**config.mk**
```make
export PLATFORM = sky130hd
export DESIGN_NAME = buserr_capture
export DESIGN_NICKNAME = d
export VERILOG_FILES = /design/src/rtl/buserr_pkg.sv /design/src/rtl/buserr_lock.sv /design/src/rtl/buserr_store.sv /design/src/rtl/buserr_regif.sv /design/src/rtl/buserr_capture.sv
export SDC_FILE = /design/constraint.sdc
export NUM_CORES = 1
export LEC_CHECK = 0
export ABC_AREA = 1
export ABC_CLOCK_PERIOD_IN_PS = 7200
export BUFFER_PORTS_ARGS = -buffer_cell sky130_fd_sc_hd__buf_2
export CORE_MARGIN = 1.5
export CORE_UTILIZATION = 25
export CTS_CLUSTER_DIAMETER = 60
export DETAILED_ROUTE_END_ITERATION = 8
export PLACE_DENSITY = 0.5
export SYNTH_ARGS = -nofsm -noshare
export SYNTH_HDL_FRONTEND = slang
export SYNTH_SLANG_ARGS = --single-unit
```
**constraint.sdc**
```tcl
create_clock -name clk -period 7.2 [get_ports clk]
set_input_delay 0.72 -clock clk [delete_from_list [all_inputs] [get_ports clk]]
set_output_delay 0.72 -clock clk [all_outputs]
set_load 0.1 [all_outputs]
```
**src/rtl/buserr_pkg.sv**
```systemverilog
package buserr_pkg;
  localparam int REG_W  = 32;
  localparam int OPC_W  = 4;
  localparam int TAG_W  = 4;
  localparam int ACK_W  = 2;
  localparam int MTAG_W = 4;

  // attribute word field positions (software decodes these)
  localparam int LOCK_BIT  = 0;
  localparam int MTAG_LSB  = 4;
  localparam int BLOCK_BIT = 15;
  localparam int ACK_LSB   = 16;
  localparam int UIS_BIT   = 18;
  localparam int SUP_BIT   = 19;
  localparam int WR_BIT    = 20;
  localparam int RD_BIT    = 21;
  localparam int TAG_LSB   = 22;
  localparam int OPC_LSB   = 28;

  typedef enum logic [1:0] {
    SEL_ADDR = 2'd0,
    SEL_DLO  = 2'd1,
    SEL_DHI  = 2'd2,
    SEL_ATTR = 2'd3
  } reg_sel_e;

  typedef struct packed {
    logic [OPC_W-1:0]  opc;
    logic [TAG_W-1:0]  tag;
    logic              rd;
    logic              wr;
    logic              sup;
    logic              uis;
    logic [ACK_W-1:0]  ack;
    logic              single;
    logic [MTAG_W-1:0] mtag;
  } err_attr_t;

  function automatic logic [REG_W-1:0] pack_attr(input err_attr_t a, input logic lock);
    logic [REG_W-1:0] w;
    w = '0;
    w[OPC_LSB +: OPC_W]   = a.opc;
    w[TAG_LSB +: TAG_W]   = a.tag;
    w[RD_BIT]             = a.rd;
    w[WR_BIT]             = a.wr;
    w[SUP_BIT]            = a.sup;
    w[UIS_BIT]            = a.uis;
    w[ACK_LSB +: ACK_W]   = a.ack;
    w[BLOCK_BIT]          = a.single;
    w[MTAG_LSB +: MTAG_W] = a.mtag;
    w[LOCK_BIT]           = lock;
    return w;
  endfunction
endpackage

```
**src/rtl/buserr_lock.sv**
```systemverilog
module buserr_lock
  import buserr_pkg::*;
(
  input  logic       clk,
  input  logic       rst,
  input  logic       err_strobe,
  input  logic       reg_wr_en,
  input  logic [1:0] reg_sel,
  input  logic       wdata_lsb,
  output logic       lock_q,
  output logic       cap_fire
);
  logic unlock_wr;

  assign unlock_wr = reg_wr_en && (reg_sel == SEL_ATTR) && wdata_lsb;
  // a fresh error wins over a same-cycle unlock: it is recorded and relocks
  assign cap_fire  = err_strobe && (!lock_q || unlock_wr);

  always_ff @(posedge clk) begin
    if (rst)            lock_q <= 1'b0;
    else if (cap_fire)  lock_q <= 1'b1;
    else if (unlock_wr) lock_q <= 1'b0;
  end
endmodule

```
**src/rtl/buserr_store.sv**
```systemverilog
module buserr_store
  import buserr_pkg::*;
#(
  parameter int ADDR_W = 32,
  parameter int DATA_W = 64
) (
  input  logic              clk,
  input  logic              cap_fire,
  input  logic [ADDR_W-1:0] err_addr,
  input  logic [DATA_W-1:0] err_data,
  input  err_attr_t         err_attr,
  output logic [ADDR_W-1:0] addr_q,
  output logic [DATA_W-1:0] data_q,
  output err_attr_t         attr_q
);
  // captured fields carry no reset: they are meaningful only while locked
  always_ff @(posedge clk) begin
    if (cap_fire) begin
      addr_q <= err_addr;
      data_q <= err_data;
      attr_q <= err_attr;
    end
  end
endmodule

```
**src/rtl/buserr_regif.sv**
```systemverilog
module buserr_regif
  import buserr_pkg::*;
(
  input  logic             clk,
  input  logic             rst,
  input  logic             rd_en,
  input  logic [1:0]       sel,
  input  logic [REG_W-1:0] addr_word,
  input  logic [REG_W-1:0] dlo_word,
  input  logic [REG_W-1:0] dhi_word,
  input  logic [REG_W-1:0] attr_word,
  output logic [REG_W-1:0] rdata
);
  logic [REG_W-1:0] mux_word;

  always_comb begin
    unique case (reg_sel_e'(sel))
      SEL_ADDR: mux_word = addr_word;
      SEL_DLO:  mux_word = dlo_word;
      SEL_DHI:  mux_word = dhi_word;
      default:  mux_word = attr_word;
    endcase
  end

  always_ff @(posedge clk) begin
    if (rst)        rdata <= '0;
    else if (rd_en) rdata <= mux_word;
  end
endmodule

```
**src/rtl/buserr_capture.sv**
```systemverilog
module buserr_capture
  import buserr_pkg::*;
#(
  parameter int ADDR_W = 32,
  parameter int DATA_W = 64
) (
  input  logic              clk,
  input  logic              rst,
  input  logic              err_strobe,
  input  logic [ADDR_W-1:0] err_addr,
  input  logic [DATA_W-1:0] err_data,
  input  logic [3:0]        err_opcode,
  input  logic [3:0]        err_tag,
  input  logic              err_read,
  input  logic              err_write,
  input  logic              err_super,
  input  logic              err_uis,
  input  logic [1:0]        err_ack,
  input  logic              err_single,
  input  logic [3:0]        err_mtag,
  input  logic              reg_wr_en,
  input  logic              reg_rd_en,
  input  logic [1:0]        reg_sel,
  input  logic [31:0]       reg_wdata,
  output logic [31:0]       reg_rdata
);
  localparam int HALF_W = DATA_W / 2;

  logic              lock_q;
  logic              cap_fire;
  err_attr_t         err_attr;
  logic [ADDR_W-1:0] addr_q;
  logic [DATA_W-1:0] data_q;
  err_attr_t         attr_q;
  logic [REG_W-1:0]  addr_word;
  logic [REG_W-1:0]  attr_word;
  logic              wdata_unused;

  // only the lock bit of a write carries meaning
  assign wdata_unused = ^reg_wdata[REG_W-1:1];

  assign err_attr = '{opc: err_opcode, tag: err_tag, rd: err_read, wr: err_write,
                      sup: err_super, uis: err_uis, ack: err_ack,
                      single: err_single, mtag: err_mtag};

  buserr_lock u_lock (
    .clk        (clk),
    .rst        (rst),
    .err_strobe (err_strobe),
    .reg_wr_en  (reg_wr_en),
    .reg_sel    (reg_sel),
    .wdata_lsb  (reg_wdata[0]),
    .lock_q     (lock_q),
    .cap_fire   (cap_fire)
  );

  buserr_store #(.ADDR_W(ADDR_W), .DATA_W(DATA_W)) u_store (
    .clk      (clk),
    .cap_fire (cap_fire),
    .err_addr (err_addr),
    .err_data (err_data),
    .err_attr (err_attr),
    .addr_q   (addr_q),
    .data_q   (data_q),
    .attr_q   (attr_q)
  );

  generate
    if (ADDR_W < REG_W) begin : g_addr_pad
      assign addr_word = {{(REG_W-ADDR_W){1'b0}}, addr_q};
    end else begin : g_addr_full
      assign addr_word = addr_q[REG_W-1:0];
    end
  endgenerate

  assign attr_word = pack_attr(attr_q, lock_q);

  buserr_regif u_regif (
    .clk       (clk),
    .rst       (rst),
    .rd_en     (reg_rd_en),
    .sel       (reg_sel),
    .addr_word (addr_word),
    .dlo_word  (data_q[HALF_W-1:0]),
    .dhi_word  (data_q[DATA_W-1:HALF_W]),
    .attr_word (attr_word),
    .rdata     (reg_rdata)
  );
endmodule

```
==> results.sh <==
export IMPL_yosysWarnings=0
export IMPL_cts_root_buf="clkbuf_16"
export IMPL_syn_inst=445
export IMPL_cp_max_fo=89
export IMPL_syn_nets=599
export IMPL_final_setup_viol_count=0
export IMPL_finalHoldViolCount=0
export IMPL_cts_setup_buffers=0
export IMPL_antenna_found_initial=1
export IMPL_endpoint="u_store.data_q[28]"
export IMPL_timing_final_crit_share_pct=54.3
export IMPL_max_slew_margin_rel_pct=35.0
export IMPL_gp_congestion=0.714
export IMPL_crit_path_start_kind="primary input"
export IMPL_crit_start="reg_sel[1]"
export IMPL_clock_latency_ns=0.42
export IMPL_power_density_mw_per_mm2=293
export IMPL_synth_cell_type_count=16
export IMPL_start_util_pct=25.7
export IMPL_fp_dieW_um=151
export IMPL_grt_pass1_vias=3896
export IMPL_worstSetupEndpointType="flop"
export IMPL_via_per_inst=4.34
export IMPL_r2r_end="u_store.data_q[28]"
export IMPL_drive_above_1_share_pct=30.7
export IMPL_power_total_mw=2.05
export IMPL_r2r_start="u_lock.lock_q"
export IMPL_numPortBuffers=154
export IMPL_dr_pass1_iters=5
export IMPL_final_max_slew_violation_count=0
export IMPL_path_clk_slew_ns=0.06
export IMPL_ant_nets=0
export IMPL_drc_errors=0
export IMPL_tritoncts="done"
export IMPL_hold_class="flop to flop"
export IMPL_critical_path_required_ns=7.25
export IMPL_ioPinCount=186
export IMPL_rsz0062_at_grt="no"
export IMPL_cts_sinks=148
export IMPL_cts_max_path_buffers=2
export IMPL_yosys_area_top_type="edfxtp_1"
export IMPL_synthToLayoutAreaGrowth_pct=28.9
export IMPL_outcome="complete, no violations"
export IMPL_vias=3831
export IMPL_rr_worst_depth=4
export IMPL_nets=748
export IMPL_cts_buffers=17
export IMPL_syn_area_mm2=0.00545
export IMPL_core_mm2=0.0212
export IMPL_fin_cells=882
export IMPL_post_drt_wl_per_cell_um=16.0
export IMPL_vdd_drop_max_uv=114
export IMPL_fp_row_count=53
export IMPL_max_freq_ghz=0.256
export IMPL_grtUsageTotal_pct=12.9
export IMPL_setup_tns_ns=0
export IMPL_ys_ff_latch=148
export IMPL_die_h_um=151
export IMPL_dp_cells=850
export IMPL_drt_total_wl_um=14100
export IMPL_ff2ff_setup_slack_ns=5.12
export IMPL_ys_top_cells_by_area="edfxtp_1 (63%), dfxtp_1 (12%), nand3_1 (7.0%)"
export IMPL_period_needed_ns=3.91
export IMPL_tightest_slew_ns=0.973
export IMPL_grt_pass1_wl_um=21400
export IMPL_dp_hpwl_um=8800
export IMPL_p_leak_nw=2.77
export IMPL_grt_max_degree=90
export IMPL_ctsResizeCount=0
export IMPL_crit_type="primary input to flop"
export IMPL_initialDrtViolationCount=166
export IMPL_synth_top_area_share_pct=63.4
export IMPL_grt_overflow=0
export IMPL_avgSynthCellArea_um2=12.2
export IMPL_clock_skew_ns=0.00865
export IMPL_htreeDepth=4
export IMPL_maxCapViolations=0
export IMPL_die_area_mm2=0.0227
export IMPL_arrival_ns=3.96
export IMPL_postCtsHoldBufs=0
export IMPL_ys_seq_area_share_pct=75.6
-- worst min path at each step --
stage                                start            endpoint  slack (ns)  cells past startpoint
after floorplan              u_lock.lock_q       u_lock.lock_q        0.48                      2
after global placement    u_regif.rdata[8]    u_regif.rdata[8]        0.45                      2
after detailed placement  u_regif.rdata[8]    u_regif.rdata[8]        0.45                      2
after CTS                     err_addr[13]  u_store.addr_q[13]        0.45                      1
after global routing            err_tag[2]  u_store.attr_q[13]        0.45                      1
final                     u_regif.rdata[8]    u_regif.rdata[8]        0.47                      2
-- stage by stage --
| step | setup WS [ns] | util, % | hold WS, ns | cell area (um2) |
|---|---|---|---|---|
| 6_report | 3.29 | 33.1 | 0.465 | 7020 |
| 3_3_place_gp | 2.82 | 30.5 | 0.452 | 6470 |
| 2_1_floorplan | 0.646 | - | 0.481 | 5450 |
| 3_5_place_dp | 2.70 | 30.5 | 0.455 | 6470 |
| 4_1_cts | 3.16 | 33.1 | 0.450 | 7020 |
| 5_1_grt | 2.93 | 33.1 | 0.445 | 7020 |
-- routing by layer --
| layer | up-vias | share of wire [%] | global-route usage (%) |
|---|---|---|---|
| met5 | - | 0 | 0 |
| met4 | 0 | 1.3 | 4.22 |
| met3 | 15 | 5.2 | 3.70 |
| met2 | 118 | 48 | 21.2 |
| met1 | 1830 | 46 | 16.3 |
| li1 | 1868 | - | - |
-- synth_stat cells --
cell type,number
buf_2,11
nor2_1,31
nor2_2,1
or2_1,1
inv_1,3
nand2_1,93
buf_4,5
o21ai_1,9
edfxtp_1,115
nand3_1,76
dfxtp_1,33
a21oi_1,33
clkbuf_1,10
o21ai_0,17
or2_0,4
inv_2,3
-- kinds of logic after synthesis --
group	Yosys count	synth area share, %
buf+inv	32	2.80
flops	148	75.6
simple gates	206	16.2
compound gates	59	5.42
-- flip-flops by register name, summed over array words and instances (netlist names) --
signal / cells
u_store.addr_q: 32
u_lock.lock_q: 1
u_store.attr_q: 19
u_store.data_q: 64
u_regif.rdata: 32
-- power breakdown --
part | switching, mW | internal [mW]
registers | 0.0157 | 0.979
clock network | 0.335 | 0.502
logic | 0.169 | 0.0541
total | 0.519 | 1.54
-- worst max-delay path, cell delays in order --
cell and delay, ns:
buf_2 0.69, nand2_1 0.83, o21ai_1 0.39, inv_1 0.10
nor2_4 0.64, buf_12 0.43
-- layout make-up --
type                    instances  area, um2
inverters                       6       22.5
repair buffers                156        798
well taps                     275        344
diodes                          1       2.50
fillers                      2130      14200
clock inverters                12        114
multi-input cells             265       1190
flip-flops and latches        148       4110
clock buffers                  19        433
-- placed cells by master (no fill, tap or decap) --
cell	count
buf_2	154
edfxtp_1	115
nand2_1	93
nand3_1	76
a21oi_1	33
dfxtp_1	33
nor2_1	30
o21ai_0	17
clkbuf_16	17
o21ai_1	9
or2_0	4
clkinv_1	4
inv_1	3
inv_2	3
clkinv_2	3
nor2_4	2
clkinvlp_4	2
bufinv_16	2
clkbuf_1	2
diode_2	1
or2_1	1
inv_6	1
buf_12	1
buf_4	1
Power figures use the tool's default switching activity.
